### src/rtl/srp_pkg.sv
package srp_pkg;
  typedef enum logic [1:0] {
    FMT_ASYNC   = 2'b00,
    FMT_EXTCLK  = 2'b01,
    FMT_SELFCLK = 2'b10,
    FMT_EXTALT  = 2'b11
  } srp_fmt_e;

  typedef enum logic [1:0] {
    ST_IDLE  = 2'b00,
    ST_SHIFT = 2'b01,
    ST_DONE  = 2'b10
  } srp_state_e;
endpackage

### src/rtl/srp_framer.sv
module srp_framer #(
  parameter int DATA_W    = 16,
  parameter int STOP_BITS = 2,
  localparam int NBYTES   = DATA_W / 8,
  localparam int FRAME_W  = 9 + STOP_BITS,
  localparam int SEQ_W    = (NBYTES * FRAME_W > DATA_W) ? NBYTES * FRAME_W : DATA_W,
  localparam int CNT_W    = $clog2(SEQ_W + 1)
) (
  input  logic [DATA_W-1:0] word_i,
  input  logic [1:0]        mode_i,
  output logic [SEQ_W-1:0]  seq_o,
  output logic [CNT_W-1:0]  len_o
);
  import srp_pkg::*;

  logic [SEQ_W-1:0] async_seq;
  logic [SEQ_W-1:0] sync_seq;

  // Byte frames: start 0, data LSB first, stop ones; high byte leaves first.
  always_comb begin
    async_seq = '1;
    for (int b = 0; b < NBYTES; b++) begin
      async_seq[b*FRAME_W] = 1'b0;
      for (int k = 0; k < 8; k++) begin
        async_seq[b*FRAME_W + 1 + k] = word_i[DATA_W - 8 - 8*b + k];
      end
    end
  end

  // Raw word, MSB in bit 0 so it is emitted first.
  always_comb begin
    sync_seq = '1;
    for (int i = 0; i < DATA_W; i++) begin
      sync_seq[i] = word_i[DATA_W-1-i];
    end
  end

  always_comb begin
    if (mode_i == FMT_ASYNC) begin
      seq_o = async_seq;
      len_o = CNT_W'(NBYTES * FRAME_W);
    end else begin
      seq_o = sync_seq;
      len_o = CNT_W'(DATA_W);
    end
  end
endmodule

### src/rtl/srp_clk_unit.sv
module srp_clk_unit #(
  parameter int SYNC_STAGES = 2,
  parameter int DIV         = 4,
  localparam int PH_W       = (DIV > 2) ? $clog2(DIV) : 1
) (
  input  logic       clk,
  input  logic       rst,
  input  logic [1:0] mode_i,
  input  logic       cs_n_i,
  input  logic       active_i,
  input  logic       sclk_i,
  output logic       rise_o,
  output logic       fall_o,
  output logic       sclk_o,
  output logic       sclk_oe_o
);
  import srp_pkg::*;

  logic [SYNC_STAGES:0] sync_q;
  logic [PH_W-1:0]      phase_q;
  logic                 sclk_q;
  logic                 sclk_oe_q;
  logic                 self_mode;
  logic                 gen_run;
  logic                 gen_rise;
  logic                 gen_fall;
  logic                 ext_rise;
  logic                 ext_fall;

  assign self_mode = (mode_i == FMT_SELFCLK);
  assign gen_run   = active_i & ~cs_n_i & self_mode;

  // Synchronizer chain plus one history flop for edge detection.
  always_ff @(posedge clk) begin
    if (rst) sync_q <= '0;
    else     sync_q <= {sync_q[SYNC_STAGES-1:0], sclk_i};
  end

  assign ext_rise =  sync_q[SYNC_STAGES-1] & ~sync_q[SYNC_STAGES];
  assign ext_fall = ~sync_q[SYNC_STAGES-1] &  sync_q[SYNC_STAGES];

  // Phase 1 is the parking value so the first rise comes DIV-1 cycles in.
  always_ff @(posedge clk) begin
    if (rst || !gen_run)                 phase_q <= PH_W'(1);
    else if (phase_q == PH_W'(DIV - 1))  phase_q <= '0;
    else                                 phase_q <= phase_q + PH_W'(1);
  end

  assign gen_rise = gen_run && (phase_q == PH_W'(DIV - 1));
  assign gen_fall = gen_run && (phase_q == '0);

  always_ff @(posedge clk) begin
    if (rst) begin
      sclk_q    <= 1'b0;
      sclk_oe_q <= 1'b0;
    end else begin
      sclk_q    <= gen_rise;
      sclk_oe_q <= self_mode;
    end
  end

  assign rise_o    = self_mode ? gen_rise : ext_rise;
  assign fall_o    = self_mode ? gen_fall : ext_fall;
  assign sclk_o    = sclk_q;
  assign sclk_oe_o = sclk_oe_q;
endmodule

### src/rtl/srp_ready.sv
module srp_ready #(
  parameter int BLANK_CYC = 4,
  localparam int BW       = $clog2(BLANK_CYC + 1)
) (
  input  logic clk,
  input  logic rst,
  input  logic load_i,
  input  logic start_i,
  input  logic abort_i,
  input  logic done_i,
  output logic rdy_n_o
);
  logic [BW-1:0] blank_q, blank_d;
  logic          valid_q, valid_d;
  logic          taken_q, taken_d;
  logic          rdy_n_q;

  always_comb begin
    blank_d = (blank_q != '0) ? blank_q - BW'(1) : '0;
    valid_d = valid_q;
    taken_d = taken_q;
    if (start_i) taken_d = 1'b1;
    if (abort_i) taken_d = 1'b0;
    if (done_i && taken_q) begin
      valid_d = 1'b0;
      taken_d = 1'b0;
    end
    // A new word overrides any retirement of the one in flight.
    if (load_i) begin
      blank_d = BW'(BLANK_CYC);
      valid_d = 1'b1;
      taken_d = 1'b0;
    end
  end

  always_ff @(posedge clk) begin
    if (rst) begin
      blank_q <= '0;
      valid_q <= 1'b0;
      taken_q <= 1'b0;
      rdy_n_q <= 1'b1;
    end else begin
      blank_q <= blank_d;
      valid_q <= valid_d;
      taken_q <= taken_d;
      rdy_n_q <= (blank_d != '0) | ~valid_d;
    end
  end

  assign rdy_n_o = rdy_n_q;
endmodule

### src/rtl/srp_shifter.sv
module srp_shifter #(
  parameter int SEQ_W = 22,
  localparam int CNT_W = $clog2(SEQ_W + 1)
) (
  input  logic             clk,
  input  logic             rst,
  input  logic             cs_n_i,
  input  logic             rdy_n_i,
  input  logic [SEQ_W-1:0] seq_i,
  input  logic [CNT_W-1:0] len_i,
  input  logic             rise_i,
  input  logic             fall_i,
  output logic             active_o,
  output logic             start_o,
  output logic             abort_o,
  output logic             done_o,
  output logic             sdata_o,
  output logic             sdata_oe_o
);
  import srp_pkg::*;

  srp_state_e       state_q;
  logic [SEQ_W-1:0] seq_q;
  logic [CNT_W-1:0] cnt_q;
  logic             hi_seen_q;
  logic             sdata_q;
  logic             oe_q;
  logic             last_bit;

  assign last_bit = (cnt_q == len_i);
  assign start_o  = (state_q == ST_IDLE) && !cs_n_i && !rdy_n_i;
  assign abort_o  = (state_q == ST_SHIFT) && cs_n_i;
  assign done_o   = (state_q == ST_SHIFT) && !cs_n_i && !rise_i && fall_i
                    && hi_seen_q && last_bit;

  always_ff @(posedge clk) begin
    if (rst) begin
      state_q   <= ST_IDLE;
      seq_q     <= '1;
      cnt_q     <= '0;
      hi_seen_q <= 1'b0;
      sdata_q   <= 1'b1;
      oe_q      <= 1'b0;
    end else begin
      oe_q <= ~cs_n_i;
      unique case (state_q)
        ST_IDLE: begin
          sdata_q <= 1'b1;
          if (start_o) begin
            state_q   <= ST_SHIFT;
            seq_q     <= seq_i;
            sdata_q   <= seq_i[0];
            cnt_q     <= '0;
            hi_seen_q <= 1'b0;
          end
        end
        ST_SHIFT: begin
          if (cs_n_i) begin
            state_q <= ST_IDLE;
            sdata_q <= 1'b1;
          end else if (rise_i) begin
            hi_seen_q <= 1'b1;
            cnt_q     <= cnt_q + CNT_W'(1);
          end else if (fall_i && hi_seen_q) begin
            hi_seen_q <= 1'b0;
            if (last_bit) begin
              state_q <= ST_DONE;
              sdata_q <= 1'b1;
            end else begin
              seq_q   <= {1'b1, seq_q[SEQ_W-1:1]};
              sdata_q <= seq_q[1];
            end
          end
        end
        ST_DONE: begin
          sdata_q <= 1'b1;
          if (cs_n_i) state_q <= ST_IDLE;
        end
        default: state_q <= ST_IDLE;
      endcase
    end
  end

  assign active_o   = (state_q == ST_SHIFT);
  assign sdata_o    = sdata_q;
  assign sdata_oe_o = oe_q;
endmodule

### src/rtl/serial_result_port.sv
module serial_result_port #(
  parameter int DATA_W      = 16,
  parameter int STOP_BITS   = 2,
  parameter int SYNC_STAGES = 2,
  parameter int DIV         = 4,
  parameter int BLANK_CYC   = 4,
  localparam int NBYTES     = DATA_W / 8,
  localparam int FRAME_W    = 9 + STOP_BITS,
  localparam int SEQ_W      = (NBYTES * FRAME_W > DATA_W) ? NBYTES * FRAME_W : DATA_W,
  localparam int CNT_W      = $clog2(SEQ_W + 1)
) (
  input  logic              clk,
  input  logic              rst,
  input  logic              load_i,
  input  logic [DATA_W-1:0] load_data_i,
  input  logic              cs_n_i,
  input  logic [1:0]        mode_i,
  input  logic              sclk_i,
  output logic              sdata_o,
  output logic              sdata_oe_o,
  output logic              sclk_o,
  output logic              sclk_oe_o,
  output logic              rdy_n_o
);
  logic [DATA_W-1:0] hold_q;
  logic [SEQ_W-1:0]  seq;
  logic [CNT_W-1:0]  len;
  logic              rise, fall, active;
  logic              start, abort, done;

  always_ff @(posedge clk) begin
    if (rst)         hold_q <= '0;
    else if (load_i) hold_q <= load_data_i;
  end

  srp_framer #(.DATA_W(DATA_W), .STOP_BITS(STOP_BITS)) u_framer (
    .word_i (hold_q),
    .mode_i (mode_i),
    .seq_o  (seq),
    .len_o  (len)
  );

  srp_clk_unit #(.SYNC_STAGES(SYNC_STAGES), .DIV(DIV)) u_clk (
    .clk       (clk),
    .rst       (rst),
    .mode_i    (mode_i),
    .cs_n_i    (cs_n_i),
    .active_i  (active),
    .sclk_i    (sclk_i),
    .rise_o    (rise),
    .fall_o    (fall),
    .sclk_o    (sclk_o),
    .sclk_oe_o (sclk_oe_o)
  );

  srp_ready #(.BLANK_CYC(BLANK_CYC)) u_ready (
    .clk     (clk),
    .rst     (rst),
    .load_i  (load_i),
    .start_i (start),
    .abort_i (abort),
    .done_i  (done),
    .rdy_n_o (rdy_n_o)
  );

  srp_shifter #(.SEQ_W(SEQ_W)) u_shift (
    .clk        (clk),
    .rst        (rst),
    .cs_n_i     (cs_n_i),
    .rdy_n_i    (rdy_n_o),
    .seq_i      (seq),
    .len_i      (len),
    .rise_i     (rise),
    .fall_i     (fall),
    .active_o   (active),
    .start_o    (start),
    .abort_o    (abort),
    .done_o     (done),
    .sdata_o    (sdata_o),
    .sdata_oe_o (sdata_oe_o)
  );
endmodule

### config.mk
export PLATFORM = sky130hd
export DESIGN_NAME = serial_result_port
export DESIGN_NICKNAME = d
export VERILOG_FILES = /design/src/rtl/srp_pkg.sv /design/src/rtl/srp_framer.sv /design/src/rtl/srp_clk_unit.sv /design/src/rtl/srp_ready.sv /design/src/rtl/srp_shifter.sv /design/src/rtl/serial_result_port.sv
export SDC_FILE = /design/constraint.sdc
export NUM_CORES = 1
export LEC_CHECK = 0
export BUFFER_PORTS_ARGS = -buffer_cell sky130_fd_sc_hd__buf_2
export CAP_MARGIN = 10
export CORE_UTILIZATION = 30
export DETAILED_ROUTE_END_ITERATION = 12
export HOLD_SLACK_MARGIN = 0.02
export PLACE_DENSITY = 0.57
export RECOVER_POWER = 25
export SYNTH_ARGS = -nofsm -noshare
export SYNTH_HDL_FRONTEND = slang
export SYNTH_SLANG_ARGS = --single-unit
export TNS_END_PERCENT = 20
### constraint.sdc
create_clock -name clk -period 3.19 [get_ports clk]
set_input_delay 0.638 -clock clk [delete_from_list [all_inputs] [get_ports clk]]
set_output_delay 0.638 -clock clk [all_outputs]
set_load 0.01 [all_outputs]
Word level (Yosys, flattened, before mapping) --
Cells that the tools add are included.
Word-level totals: bits in registers 61, logic and storage cells 112
Cells by class: add/sub/neg operators 3, eq/ne operators 16, muxes and demuxes 37, bitwise logic cells 9, reductions and logical operators 31
Operators with widths (count):
- two-way mux 22 bit | 5
- one-hot mux 22 bit (2 select lines) | 1
- two-way mux 20 bit | 1
- two-way mux 5 bit | 3
- two-way mux 1 bit | 14
- logical AND 1 bit | 12
- two-way mux 2 bit | 6
- != test 2 bit (second input constant) | 5
- one-hot mux 5 bit (2 select lines) | 1
- two-way mux 3 bit | 3
- nonzero test 3 bit | 3
- AND reduction 4 bit | 2
- == test 2 bit (second input constant) | 3
- logical NOT 2 bit | 3
- != test 3 x 2 -> 1 bit (second input constant) | 2
- one-hot mux 2 bit (3 select lines) | 1
- AND reduction 6 bit | 1
- adder 5 x 1 -> 5 bit (second input constant) | 1
- == test 5 bit | 1
- AND reduction 5 bit | 1
- AND 1 bit | 4
- logical NOT 1 bit | 4
- != test 2 x 1 -> 1 bit (second input constant) | 2
- NOT 1 bit | 4
- other kinds (13) | 13

Logic depth before layout (Yosys ltp) --
Gate-level depths: netlist of the first run.
depth after elaboration 15, depth in mapped cells 9

Cells and area by module --
Synthesis of the first run repeated with hierarchy kept, for this count alone.
Second synthesis, totals: cells, all modules 315, area, all modules 3154.3 sq um
By module, submodules not included:
- srp_shifter | times used 1, cells each 187, area an instance 1790.5 sq um, sequential area each 620.6 sq um
- serial_result_port | times used 1, cells each 52, area an instance 580.6 sq um, sequential area each 320.3 sq um
- srp_clk_unit | times used 1, cells each 26, area an instance 290.3 sq um, sequential area each 140.1 sq um
- srp_framer | times used 1, cells each 30, area an instance 285.3 sq um, sequential area each 0.0 sq um
- srp_ready | times used 1, cells each 20, area an instance 207.7 sq um, sequential area each 120.1 sq um

Least setup slack after synthesis of the first run --
OpenSTA, ideal clock, no wires.
path type input-to-reg, start in mode_i[0], end reg u_shift.seq_q[10], library setup time 0.122 ns, arrival time 2.175 ns, required time 3.068 ns, path slack 0.893 ns, stages on the path 6, path buffers 1, cell sequence and4bb_4 -> a221o_1 -> or2_1 -> o31a_1 -> buf_6 -> a221o_1
On the way: longest elaborated chain between the ends 7, elaborated cells between the ends (all ways) 17, classes of those cells eq/ne (5); mux (6); bitwise (1); reduce/logical (5)
RTL lines:
- start: declaration | RTL line serial_result_port.sv:17 | input logic [1:0] mode_i,
- == test 2 bit | RTL line srp_clk_unit.sv:30 | assign self_mode = (mode_i == FMT_SELFCLK);
- AND 1 bit | RTL line srp_clk_unit.sv:31 | assign gen_run = active_i & ~cs_n_i & self_mode;
- logical AND 1 bit | RTL line srp_clk_unit.sv:50 | assign gen_fall = gen_run && (phase_q == '0);
- two-way mux 1 bit | RTL line srp_clk_unit.sv:63 | assign fall_o = self_mode ? gen_fall : ext_fall;
- logical AND 1 bit | RTL line srp_shifter.sv:64 | end else if (fall_i && hi_seen_q) begin
- != test 2 x 1 -> 1 bit (no line)
- AND reduction 6 bit (no line)
- end signal: assignment | RTL line srp_shifter.sv:51 | seq_q <= seq_i;
- end signal: assignment | RTL line srp_shifter.sv:70 | seq_q <= {1'b1, seq_q[SEQ_W-1:1]};
- end: declaration | RTL line srp_shifter.sv:23 | logic [SEQ_W-1:0] seq_q;
Several ways; a longest one is shown, not always the timed one. The select of a mux whose other input is x is not followed. A chain may end at the register's enable or synchronous reset.

Final worst setup path of the first run --
start reg u_shift.state_q[1], end reg u_shift.seq_q[11]
On the way: longest elaborated chain between the ends 8, elaborated cells between the ends (all ways) 19, classes of those cells eq/ne (6); mux (3); bitwise (2); reduce/logical (8)
RTL lines:
- start: declaration | RTL line srp_shifter.sv:22 | srp_state_e state_q;
- start signal: assignment | RTL line srp_shifter.sv:38 | state_q <= ST_IDLE;
- start signal: assignment | RTL line srp_shifter.sv:50 | state_q <= ST_SHIFT;
- start signal: assignment | RTL line srp_shifter.sv:59 | state_q <= ST_IDLE;
- == test 2 x 1 -> 1 bit | RTL line srp_shifter.sv:46, srp_shifter.sv:84
- AND 1 bit (2 in a row) | RTL line srp_clk_unit.sv:31
- logical AND 1 bit | RTL line srp_clk_unit.sv:50
- two-way mux 1 bit | RTL line srp_clk_unit.sv:63
- logical AND 1 bit | RTL line srp_shifter.sv:64
- != test 2 x 1 -> 1 bit (no line)
- AND reduction 6 bit (no line)
Several ways; a longest one is shown, not always the timed one.

==> results.toml, run 1 <==
[outcome]
status = "finished clean"

[logic_synthesis]
synth_area_leaders = "dfxtp_1 41%, mux2i_1 11%, nor2_1 6.7%, ha_1 4.0%, nand2_1 3.9%"
async_reset_ff_share_pct = 0
synth.most_common_cell = "dfxtp_1"
synth_common_cells = "58 x dfxtp_1, 50 x nor2_1, 30 x mux2i_1"
synth_top_cell_by_area = "dfxtp_1"
syn-num-nets = 364
synth_area_um2 = 2820
synth_edf_count = 0
synth_cell_types = 46
avgSynthCellArea_um2 = 8.49
ys.flop_type = "dfxtp_1"
yosysSeqAreaShare_pct = 41.2
yosys_warnings = 0
synth_top_area_share_pct = 41.2
synth_seq_cells = 58
synthCells = 332

[clock_tree]
clock-root-buffer = "clkbuf_8"
cts_resized = 0
cts_made_buffers = 9
cts_sinks = 58
cts-hold-fix-buffers = 0
cts_setup_buffers = 0
max-clock-path-buffers = 2
path_clk_slew_ns = 0.06
cts_max_level = 3
cts_tree = "yes"
clk_latency_ns = 0.33

[setup_path]
critPathMaxFanout = 13
crit_type = "register to register"
crit_path_top_delay_cell = "o31a_1"
cp.depth = 8
crit_buf_inv = 2
crit_path_end_kind = "register"
start_kind = "register"
cp_cell_sequence = "inv_1 -> ha_1 -> and4bb_4 -> a221o_1 -> or2_1 -> o31a_1 -> buf_4 -> mux2i_1"
critical_path.max_stage_delay_ns = 0.39
critPathRequiredTime_ns = 3.40
cp_top_family = "compound AO/OA/AOI/OAI gates"
r2r_cells = 8
arrival_ns = 2.65

[cells_and_area]
layout-drive-gt1-share_pct = 13.4
fin_nets = 386
n_fill_cell = 933
finalInstanceArea_um2 = 3210
area_delta_synth_final_pct = 13.9
n_antenna_cell = 0
seq_area_um2 = 1160
multi_input_area_um2 = 1500

[global_route]
antenna_found_initial = 0
overflow = 0
grt.total_usage_pct = 13.3
grt_pass1_wl_um = 10100
first_global_vias = 2076
grt_max_degree = 54

[floorplan]
row_count = 35
die_y_um = 99.0
initial_utilization_pct = 30.8
die_area_um2 = 9790
pin_count = 28
core-area_um2 = 9150
fp.dieW_um = 99.0

[timing]
worstMarginPinSlew_ns = 1.01
setup_viol = 0
slew_violations = 0
fin_tns_setup_ns = 0
skew_ns = 0.00582
period_share_pct = 76.6
grt_setup_unrepaired = "false"
layout_min_cycle_time_ns = 2.44
max_freq_ghz = 0.409
hold_violations = 0
slew_headroom_pct = 32.9

[drt]
wl_per_cell_um = 12.9
vias = 2339
drtAntennaViolNets = 0
drc = 0
dr.pass1.iters = 6
initialDrtViolationCount = 188
routed_wl_um = 6040
viasPerCell = 4.98

[power]
p_leak_nw = 1.40
powerDensity_nw_per_um2 = 610
max-vdd-ir-drop_mv = 0.205

[placement]
place_hpwl_um = 4010
placed_cell_area_um2 = 3040
port-buffer-count = 27
gp_congestion = 0.773

[flow_run]
cap_viol_max_count = 0

[worst_hold_path]
worstHoldPathCells = 1
hold_path.class = "register to register"
registers in the layout, summed over array words and instances (netlist names):
| name | flops |
|---|---|
| u_shift.seq_q | 19 |
| hold_q | 16 |
| u_shift.cnt_q | 5 |
| u_clk.sync_q | 3 |
| u_ready.blank_q | 3 |
| u_clk.phase_q | 2 |
| u_shift.state_q | 2 |
| u_clk.sclk_o | 1 |
| u_clk.sclk_oe_o | 1 |
| u_ready.rdy_n_o | 1 |
| u_ready.taken_q | 1 |
| u_ready.valid_q | 1 |
| u_shift.hi_seen_q | 1 |
| u_shift.sdata_o | 1 |
| u_shift.sdata_oe_o | 1 |
layer usage:
metal  track usage [%]  part of all wire (%)
met5                 0                     0
met4              7.92                   2.0
met3              2.77                   4.0
met2              19.6                    43
met1              17.9                    51
final cells by class:
type	instances	area share, %
clock buffers	14	5.37
clock inverters	2	0.312
inverters	17	1.99
multi-input cells	236	46.7
flip-flops and latches	58	36.1
well taps	111	4.32
repair buffers	32	5.18
report_power, final:
| part | internal [mW] | total (mW) | leakage [nW] | switching, mW |
|---|---|---|---|---|
| clock | 0.344 | 0.620 | 0.0965 | 0.277 |
| combinational | 0.204 | 0.495 | 0.832 | 0.291 |
| sequential | 0.805 | 0.845 | 0.475 | 0.0408 |
final timing paths:
path,to,startpoint,slack (ns)
max,u_shift.seq_q[11]$_SDFFE_PP1P_,u_shift.state_q[1]$_SDFFE_PP0P_,0.75
min,u_clk.sync_q[1]$_SDFF_PP0_,u_clk.sync_q[0]$_SDFF_PP0_,0.44
max reg2reg,u_shift.seq_q[11]$_SDFFE_PP1P_,u_shift.state_q[1]$_SDFFE_PP0P_,0.75
min reg2reg,u_clk.sync_q[1]$_SDFF_PP0_,u_clk.sync_q[0]$_SDFF_PP0_,0.44
cell families (layout without fill, tap and decap cells):
logic type	after synthesis	count (layout)	share of synthesized area (%)
AOI/OAI and AO/OA	62	62	15.3
adders and majority gates	9	9	3.99
buffers and inverters	38	65	5.63
DFF	58	58	41.2
muxes	31	31	11.0
and+or+nand+nor	134	134	22.8
cell usage in the layout, fill, tap and decap left out, types with 3 or more instances in the layout:
| cell | instances |
|---|---|
| a211oi_1 | 4 |
| a21oi_1 | 21 |
| a221o_1 | 6 |
| a221oi_1 | 4 |
| a22oi_1 | 3 |
| buf_2 | 24 |
| buf_4 | 4 |
| clkbuf_1 | 5 |
| clkbuf_8 | 12 |
| dfxtp_1 | 58 |
| ha_1 | 9 |
| inv_1 | 17 |
| mux2i_1 | 30 |
| nand2_1 | 29 |
| nand2b_1 | 16 |
| nand3_1 | 14 |
| nor2_1 | 50 |
| nor2b_1 | 7 |
| o21ai_0 | 6 |
| or3_1 | 3 |
through the flow:
stage	power [mW]	hold WS [ns]	setup slack, ns	util, %	instances
finish	1.96	0.436	0.747	35.1	470
global route	2.08	0.450	0.681	35.1	470
CTS	1.98	0.443	0.771	35.2	470
detailed placement	1.36	0.428	0.573	33.2	454
global placement	1.35	0.416	0.637	33.2	454
floorplan	1.24	0.414	0.893	-	332
(Power assumes the default switching activity.)
==> run 2: changes to the inputs <==
- ABC_AREA: unset -> 1
- clock period: 3.19 -> 2.3 ns (I/O delays scaled with it)
==> run 2 against run 1 <==
  * Cell area up 0.27%
  * Die area down 0.91%
  * Fmax rose by 25%
  * Clock power up 69%
  * Register-to-register slack got worse by 0.41 ns
  * Final cell count is 13% higher
  * Sequential share of layout area fell by 0.098 points
  * Core utilization up 1.3 points
  * Critical endpoint is now u_shift.cnt_q[2]$_SDFFE_PP0P_
  * Largest power group unchanged
==> results.toml, run 2 <==
[logic_synthesis]
synth_edf_count = 0
synth.most_common_cell = "nand2_1"
synth_top_cell_by_area = "dfxtp_1"
yosys.area_share.simple_pct = 31.2
yosysSeqAreaShare_pct = 41.6
synth-compound-area-share_pct = 13.0
synth_top_area_share_pct = 41.6
synth_top_family_by_area = "simple AND/OR/NAND/NOR gates"
ys.flop_type = "dfxtp_1"
synth-xor-area-share_pct = 0.940
yosys_warnings = 0
async_reset_ff_share_pct = 0
synth_adder_area_share_pct = 4.03
synth_cell_types = 28
synth_area_leaders = "dfxtp_1 42%, nand2_1 11%, nand3_1 8.2%, o21ai_0 7.7%, nor2_1 6.6%"
synth_seq_cells = 58
synth_area_um2 = 2790
avgSynthCellArea_um2 = 7.11
muxShareOfSynthArea_pct = 0
synthCells = 393
syn-num-nets = 425
synth_common_cells = "85 x nand2_1, 58 x dfxtp_1, 49 x nor2_1"

[setup_path]
critPathRequiredTime_ns = 2.49
crit_path_frequent_cell = "inv_1"
crit_path_end_kind = "register"
cp_cell_sequence = "inv_1 -> ha_1 -> inv_1 -> nor2_1 -> nand2_1 -> inv_1 -> a21oi_1 -> inv_1 -> nand2_1 -> inv_1 -> nand3_1 -> a21oi_1"
r2r_cells = 12
crit_path_top_delay_cell = "dfxtp_1"
critical_path.max_stage_delay_ns = 0.38
crit_type = "register to register"
cp.depth = 12
start_kind = "register"
cp_top_family = "buffers and inverters"
crit_buf_inv = 5
critPathMaxFanout = 7
arrival_ns = 2.15

[outcome]
status = "finished clean"

[power]
p_leak_nw = 1.44
powerDensity_nw_per_um2 = 964
max-vdd-ir-drop_mv = 0.255

[cells_and_area]
largest_reg_flops = 19
n_fill_cell = 937
fin_nets = 451
mostFrequentLayoutCells = "85 x nand2_1, 58 x dfxtp_1, 49 x nor2_1"
fin_util_pct = 36.4
n_antenna_cell = 0
layout-drive-gt1-share_pct = 14.9
area_delta_synth_final_pct = 15.3
top_regs = "u_shift.seq_q (19), hold_q (16), u_shift.cnt_q (5)"
final_common_cell = "nand2_1"
top_register = "u_shift.seq_q"

[clock_tree]
cts_max_level = 3
cts_sinks = 58
clk_latency_ns = 0.34
cts-hold-fix-buffers = 0
cts_setup_buffers = 0
cts_made_buffers = 9
cts_tree = "yes"
max-clock-path-buffers = 2
clock-root-buffer = "clkbuf_8"
path_clk_slew_ns = 0.07
cts_resized = 0

[placement]
port-buffer-count = 27
gp_congestion = 0.767
place_hpwl_um = 4240
dpl_worst_slack_ns = 0.407

[floorplan]
pin_count = 28
die_area_um2 = 9700
initial_utilization_pct = 31.6
fp.dieW_um = 98.5
core-area_um2 = 8850
row_count = 34
die_y_um = 98.5

[global_route]
grt_max_degree = 35
grt.total_usage_pct = 14.3
antenna_found_initial = 0
overflow = 0
grt_pass1_wl_um = 10700
first_global_vias = 2399

[drt]
vias = 2499
initialDrtViolationCount = 97
viasPerCell = 4.70
routed_wl_um = 6270
drtAntennaViolNets = 0
dr.pass1.iters = 7
drc = 0
wl_per_cell_um = 11.8

[worst_hold_path]
worstHoldPathCells = 3
hold_path.class = "input pin to register"

[timing]
skew_ns = 0.00977
fin_tns_setup_ns = 0
hold_violations = 0
worstMarginPinSlew_ns = 1.43
max_freq_ghz = 0.511
slew_headroom_pct = 4.55
setup_viol = 0
worst_slack_ns = 0.342
slew_violations = 0
layout_min_cycle_time_ns = 1.96
whs_ns = 0.313
period_share_pct = 85.1
grt_setup_unrepaired = "false"

[flow_run]
cap_viol_max_count = 0
[run 2: changes by cell type in the layout (fill, tap and decap cells not counted), moves of 6 or more]
cell and delta:
nand3_2 +7, nor2b_1 -7, a221o_1 -6, nand2_1 +56, nand2b_1 -16, o21ai_0 +37
inv_1 +15, nand3_1 +32, mux2i_1 -30
[run 2: stage by stage]
stage	cells	cell area (µm²)	total power, mW
floorplan	393	2790	1.90
global placement	516	3020	2.08
detailed placement	516	3020	2.08
CTS	532	3230	3.15
global route	532	3220	3.33
finish	532	3220	3.10
[run 2: tightest hold or removal path, delay by kind of cell]
family,cells,cell delay (ns)
buffers and inverters,2,0.10
and+or+nand+nor,1,0.06
[run 2: cells by family (layout without fill, tap and decap cells)]
group | count (synthesis) | count (layout)
fa+ha+maj | 9 | 9
compound gates | 70 | 70
simple gates | 195 | 195
xor+xnor | 3 | 3
buf+inv | 58 | 89
flops | 58 | 58
[run 2: routing by layer]
layer  vias up  GRT usage [%]  part of all wire, %
met5         -              0                    0
met4         0           6.66                  1.5
met2        38           23.7                   47
met3         7           4.33                  4.0
met1      1128           17.0                   47
li1       1326              -                    -
[run 2: layout make-up]
cell class	instances	area, µm²	share of cell area [%]
multi-input cells	277	1370	42.6
inverters	36	135	4.19
repair buffers	37	198	6.14
flip-flops and latches	58	1160	36.0
clock buffers	11	141	4.39
clock inverters	5	77.6	2.41
well taps	108	135	4.19
[run 2: report_power, final]
part           switching, mW  internal, mW  total, mW
combinational          0.583         0.308      0.892
sequential            0.0585          1.11       1.17
clock                  0.411         0.636       1.05
total                   1.05          2.05       3.10
[run 2: path summary, 6_finish.rpt]
check,startpoint,to,slack (ns)
setup reg to reg,u_shift.state_q[0]$_SDFFE_PP0P_,u_shift.cnt_q[2]$_SDFFE_PP0P_,0.34
hold reg to reg,u_clk.sync_q[0]$_SDFF_PP0_,u_clk.sync_q[1]$_SDFF_PP0_,0.41
setup / recovery,u_shift.state_q[0]$_SDFFE_PP0P_,u_shift.cnt_q[2]$_SDFFE_PP0P_,0.34
hold / removal,sclk_i,u_clk.sync_q[0]$_SDFF_PP0_,0.31
